[src/rtl/capreg_pkg.sv]
package capreg_pkg;
  typedef enum logic [1:0] {
    EDGE_OFF  = 2'b00,
    EDGE_RISE = 2'b01,
    EDGE_FALL = 2'b10,
    EDGE_BOTH = 2'b11
  } edge_mode_e;
endpackage

[src/rtl/capreg_sync.sv]
module capreg_sync #(
  parameter int STAGES = 2
) (
  input  logic clk,
  input  logic rst_n,
  input  logic d,
  output logic q
);
  logic [STAGES-1:0] chain;

  generate
    for (genvar i = 0; i < STAGES; i++) begin : g_stage
      if (i == 0) begin : g_first
        always_ff @(posedge clk) begin
          if (!rst_n) chain[0] <= 1'b0;
          else        chain[0] <= d;
        end
      end else begin : g_next
        always_ff @(posedge clk) begin
          if (!rst_n) chain[i] <= 1'b0;
          else        chain[i] <= chain[i-1];
        end
      end
    end
  endgenerate

  assign q = chain[STAGES-1];
endmodule

[src/rtl/capreg_edge.sv]
module capreg_edge
  import capreg_pkg::*;
(
  input  logic       clk,
  input  logic       rst_n,
  input  logic       lvl,
  input  edge_mode_e mode,
  output logic       hit
);
  logic prev;
  logic rise;
  logic fall;

  always_ff @(posedge clk) begin
    if (!rst_n) prev <= 1'b0;
    else        prev <= lvl;
  end

  assign rise = lvl & ~prev;
  assign fall = ~lvl & prev;

  always_comb begin
    unique case (mode)
      EDGE_RISE: hit = rise;
      EDGE_FALL: hit = fall;
      EDGE_BOTH: hit = rise | fall;
      default:   hit = 1'b0;
    endcase
  end
endmodule

[src/rtl/capreg_flag.sv]
module capreg_flag (
  input  logic clk,
  input  logic rst_n,
  input  logic hit,
  input  logic irq_en,
  input  logic clr,
  output logic flag,
  output logic irq
);
  always_ff @(posedge clk) begin
    if (!rst_n) begin
      flag <= 1'b0;
      irq  <= 1'b0;
    end else begin
      if (hit)      flag <= 1'b1;
      else if (clr) flag <= 1'b0;
      irq <= hit & irq_en;
    end
  end
endmodule

[src/rtl/capreg_store.sv]
module capreg_store #(
  parameter int W = 16
) (
  input  logic         clk,
  input  logic         rst_n,
  input  logic         cap_en,
  input  logic         hit,
  input  logic [W-1:0] timer_val,
  input  logic         wr_en,
  input  logic [W-1:0] wr_data,
  input  logic         reload_stb,
  output logic [W-1:0] value,
  output logic [W-1:0] reload_val,
  output logic         reload_pulse
);
  logic take_capture;

  assign take_capture = cap_en & hit;

  always_ff @(posedge clk) begin
    if (!rst_n)            value <= '0;
    else if (take_capture) value <= timer_val;
    else if (wr_en)        value <= wr_data;
  end

  always_ff @(posedge clk) begin
    if (!rst_n) begin
      reload_val   <= '0;
      reload_pulse <= 1'b0;
    end else begin
      reload_pulse <= reload_stb;
      if (reload_stb) reload_val <= value;
    end
  end
endmodule

[src/rtl/capreg_irq_top.sv]
module capreg_irq_top
  import capreg_pkg::*;
#(
  parameter int TW          = 16,
  parameter int SYNC_STAGES = 2
) (
  input  logic          clk,
  input  logic          rst_n,
  input  logic          pin_in,
  input  logic          cap_en,
  input  logic [1:0]    edge_sel,
  input  logic          irq_en,
  input  logic          flag_clr,
  input  logic [TW-1:0] timer_val,
  input  logic          sw_wr_en,
  input  logic [TW-1:0] sw_wr_data,
  input  logic          reload_stb,
  output logic [TW-1:0] reg_val,
  output logic          req_flag,
  output logic          irq_req,
  output logic [TW-1:0] reload_val,
  output logic          reload_pulse
);
  logic pin_sync;
  logic hit_w;

  capreg_sync #(.STAGES(SYNC_STAGES)) sync_i (
    .clk(clk), .rst_n(rst_n), .d(pin_in), .q(pin_sync)
  );

  capreg_edge edge_i (
    .clk(clk), .rst_n(rst_n), .lvl(pin_sync),
    .mode(edge_mode_e'(edge_sel)), .hit(hit_w)
  );

  capreg_flag flag_i (
    .clk(clk), .rst_n(rst_n), .hit(hit_w), .irq_en(irq_en),
    .clr(flag_clr), .flag(req_flag), .irq(irq_req)
  );

  capreg_store #(.W(TW)) store_i (
    .clk(clk), .rst_n(rst_n), .cap_en(cap_en), .hit(hit_w),
    .timer_val(timer_val), .wr_en(sw_wr_en), .wr_data(sw_wr_data),
    .reload_stb(reload_stb), .value(reg_val),
    .reload_val(reload_val), .reload_pulse(reload_pulse)
  );
endmodule

[config.mk]
export PLATFORM = sky130hd
export DESIGN_NAME = capreg_irq_top
export DESIGN_NICKNAME = d
export VERILOG_FILES = /design/src/rtl/capreg_pkg.sv /design/src/rtl/capreg_sync.sv /design/src/rtl/capreg_edge.sv /design/src/rtl/capreg_flag.sv /design/src/rtl/capreg_store.sv /design/src/rtl/capreg_irq_top.sv
export SDC_FILE = /design/constraint.sdc
export NUM_CORES = 1
export LEC_CHECK = 0
export BUFFER_PORTS_ARGS = -buffer_cell sky130_fd_sc_hd__buf_4
export CORE_ASPECT_RATIO = 0.9
export CORE_MARGIN = 2
export CORE_UTILIZATION = 46
export DETAILED_ROUTE_END_ITERATION = 6
export PLACE_DENSITY = 0.79
export SYNTH_ARGS = -nofsm -noshare
export SYNTH_HDL_FRONTEND = slang
export SYNTH_SLANG_ARGS = --single-unit
[constraint.sdc]
create_clock -name clk -period 1.71 [get_ports clk]
set_input_delay 0.2565 -clock clk [delete_from_list [all_inputs] [get_ports clk]]
set_output_delay 0.2565 -clock clk [all_outputs]
set_load 0.02 [all_outputs]
==> run_results.csv <==
group,metric,value,unit
outcome,outcome,"completed",
clock_network,clk_pin_slew,70,ps
setup_path,cp.arrival,1680,ps
sta,fmax,656.7,MHz
synthesis,avgSynthCellArea,10.13,µm²
synthesis,yosys-top-cells-count,"38 x dfxtp_1, 32 x mux2i_1, 18 x nor2b_1",
die,fp.dieW,67.35,µm
clock_network,h-tree-depth,2,
job,max_cap_viol_count,0,
placed_design,numPortBuffers,76,
pwr,power.leakage,1.045,nW
clock_network,cts-buffers-inserted,5,
die,die_area,4109,µm²
synthesis,synthesis.nets,208,
clock_network,cts.sinks,38,
global_route,grt_max_degree,55,
cells_and_area,final_nets,279,
sta,setup_ws,187.1,ps
sta,worst_hold_slack,178.3,ps
die,start_util,48.47,%
sta,hold_viol_final,0,
detailed_routing,wl_per_cell,12.96,µm
synthesis,synthCells,164,
setup_path,crit_start,"sync_i.q",
setup_path,timing.rr.start,"sync_i.q",
setup_path,endpoint,"store_i.value[11]",
setup_path,reg2reg_depth,6,
synthesis,synth_area,1662,µm²
pwr,powerDensity,839.3,nW/µm²
cells_and_area,diodes,0,
die,pin_count,77,
detailed_routing,vias,1349,
sta,tightest_slew,445.2,ps
clock_network,ctsResizeCount,0,
synthesis,netlist.area_leader.share,45.78,%
detailed_routing,drt-total-wl,3.617,mm
cells_and_area,fin_util,66.93,%
pwr,intPower,1.425,mW
setup_path,worst_setup_path_start_kind,"flop",
hold_path,hold_path.class,"in2reg",
setup_path,end_kind,"flop",
pwr,p_clk_share,29.1,%
synthesis,synth_cell_types,19,
placed_design,pre_cts_slack,194.5,ps
die,core-area,3428,µm²
synthesis,ys_seq_area_share,45.78,%
detailed_routing,drt_iter0_markers,57,
clock_network,clockBufferDepth,2,
sta,rsz0062_at_grt,"no",
global_route,grt_pass1_vias,1226,
detailed_routing,vias_per_cell,4.835,
die,row_count,20,
global_route,overflow,0,
pwr,p_comb_share,19.9,%
synthesis,synth-main-ff-cell,"dfxtp_1",
synthesis,netlist_top_cells_area,"dfxtp_1 46%, mux2i_1 19%, o211ai_1 7.2%, nor2b_1 6.8%, nand2b_1 6.0%",
synthesis,async_flop_share,0,%
synthesis,yosys_warnings,0,
clock_network,cts-root-buf,"clkbuf_8",
pwr,p_seq_share,51.1,%
setup_path,cp_max_fo,16,
synthesis,synth.most_common_cell,"dfxtp_1",
detailed_routing,drc_errors,0,
sta,fin_tns_setup,0,ps
sta,fin_crit_sh,89.06,%
sta,min_period,1523,ps
pwr,switching_share,26.03,%
setup_path,critPathRequiredTime,1870,ps
clock_network,clk_latency,280,ps
sta,maxSlewViolCount,0,
placed_design,post-dp-hpwl,2.514,mm
placed_design,routabilityCongestion,0.7973,
clock_network,post_cts_buffers,0,
pwr,ir_worst_vdd,0.5081,mV
synthesis,synth-edff-count,0,
cells_and_area,area_delta_synth_final,38.10,%
pwr,power_switching,0.5012,mW
global_route,antenna_found_initial,0,
detailed_routing,ant_nets,0,
global_route,grt_pass1_wl,5.644,mm
sta,setup_viol,0,
setup_path,critical_path_class,"reg2reg",
die,die_h,61.02,µm
pwr,total_power,1.926,mW
global_route,grt.total_usage,18.72,%
sta,skew,3.534,ps
setup_path,reg2reg_to,"store_i.value[11]",
sta,relSlewSlack,70.32,%
synthesis,synth.largest_area_cell,"dfxtp_1",
setup_path,reg2reg_slack,190,ps
clock_network,cts_tree,"done",
synthesis,synth_seq_cells,38,
clock_network,ctsHoldBuffers,0,
detailed_routing,drtPass1Iterations,6,
cells_and_area,final_layout_size_suffix_gt1_share,34.89,%
worst min path at each step:
stage                                  to  depth (start not counted)  slack (ps)             from
after floorplan           sync_i.chain[0]                          1         380           pin_in
final                     sync_i.chain[0]                          2         180           pin_in
after detailed placement         sync_i.q                          1         420  sync_i.chain[0]
after global routing      sync_i.chain[0]                          2         180           pin_in
after global placement           sync_i.q                          1         420  sync_i.chain[0]
after CTS                 sync_i.chain[0]                          2         170           pin_in
state kept, by name, summed over array words and instances (netlist names):
signal / flops
edge_i.prev: 1
flag_i.flag: 1
flag_i.irq: 1
store_i.reload_pulse: 1
store_i.reload_val: 16
store_i.value: 16
sync_i.chain: 1
sync_i.q: 1
cell families (layout without fill, tap and decap cells):
logic type      after synthesis  after routing  share of synthesized area [%]
compound gates               19             19                          8.886
mux                          32             32                          19.28
flops                        38             38                          45.78
buf+inv                      15             86                          5.045
simple gates                 58             58                          19.50
fa+ha+maj                     2              2                          1.506
cell usage in the layout (no fill, tap or decap):
cell      instances
buf_4            77
dfxtp_1          38
mux2i_1          32
nor2b_1          18
nand2_1          17
nand2b_1         16
o211ai_1         16
clkbuf_8          5
and2_1            4
inv_1             2
ha_1              2
clkbuf_1          2
or2_1             1
and4b_1           1
a41o_1            1
a32o_1            1
and3_1            1
o21a_1            1
per-layer routing:
metal / routed length (µm) / GRT usage, %
met3: 240 / 8.227
met4: 0 / 5.248
met2: 1704 / 29.70
met5: 0 / 0
met1: 1671 / 23.44
power by group through the flow:
stage / Combinational, mW / Clock (mW) / Sequential (mW)
floorplan: 0.150 / 0 / 1.06
global placement: 0.381 / 0 / 1.00
detailed placement: 0.387 / 0 / 1.00
CTS: 0.387 / 0.583 / 0.984
global route: 0.414 / 0.625 / 0.991
finish: 0.383 / 0.560 / 0.984
critical path, stage by stage, from the launching register on:
cell	delay, ps
dfxtp_1	350
inv_1	50
ha_1	160
or2_1	230
a41o_1	230
buf_4	210
mux2i_1	160
area by class of cell:
class / count / area (µm²)
tap: 44 / 55.05
clock buffer: 7 / 76.32
timing repair buffer: 77 / 578.1
fill: 306 / 1134
multi-input combinational: 111 / 817.0
inverter: 2 / 7.507
sequential: 38 / 760.7
per-stage QoR:
step                instance area, µm²  std cells
detailed placement                2218        272
CTS                               2295        279
finish                            2295        279
global placement                  2218        272
floorplan                         1662        164
global route                      2295        279
Power figures use the tool's default switching activity.
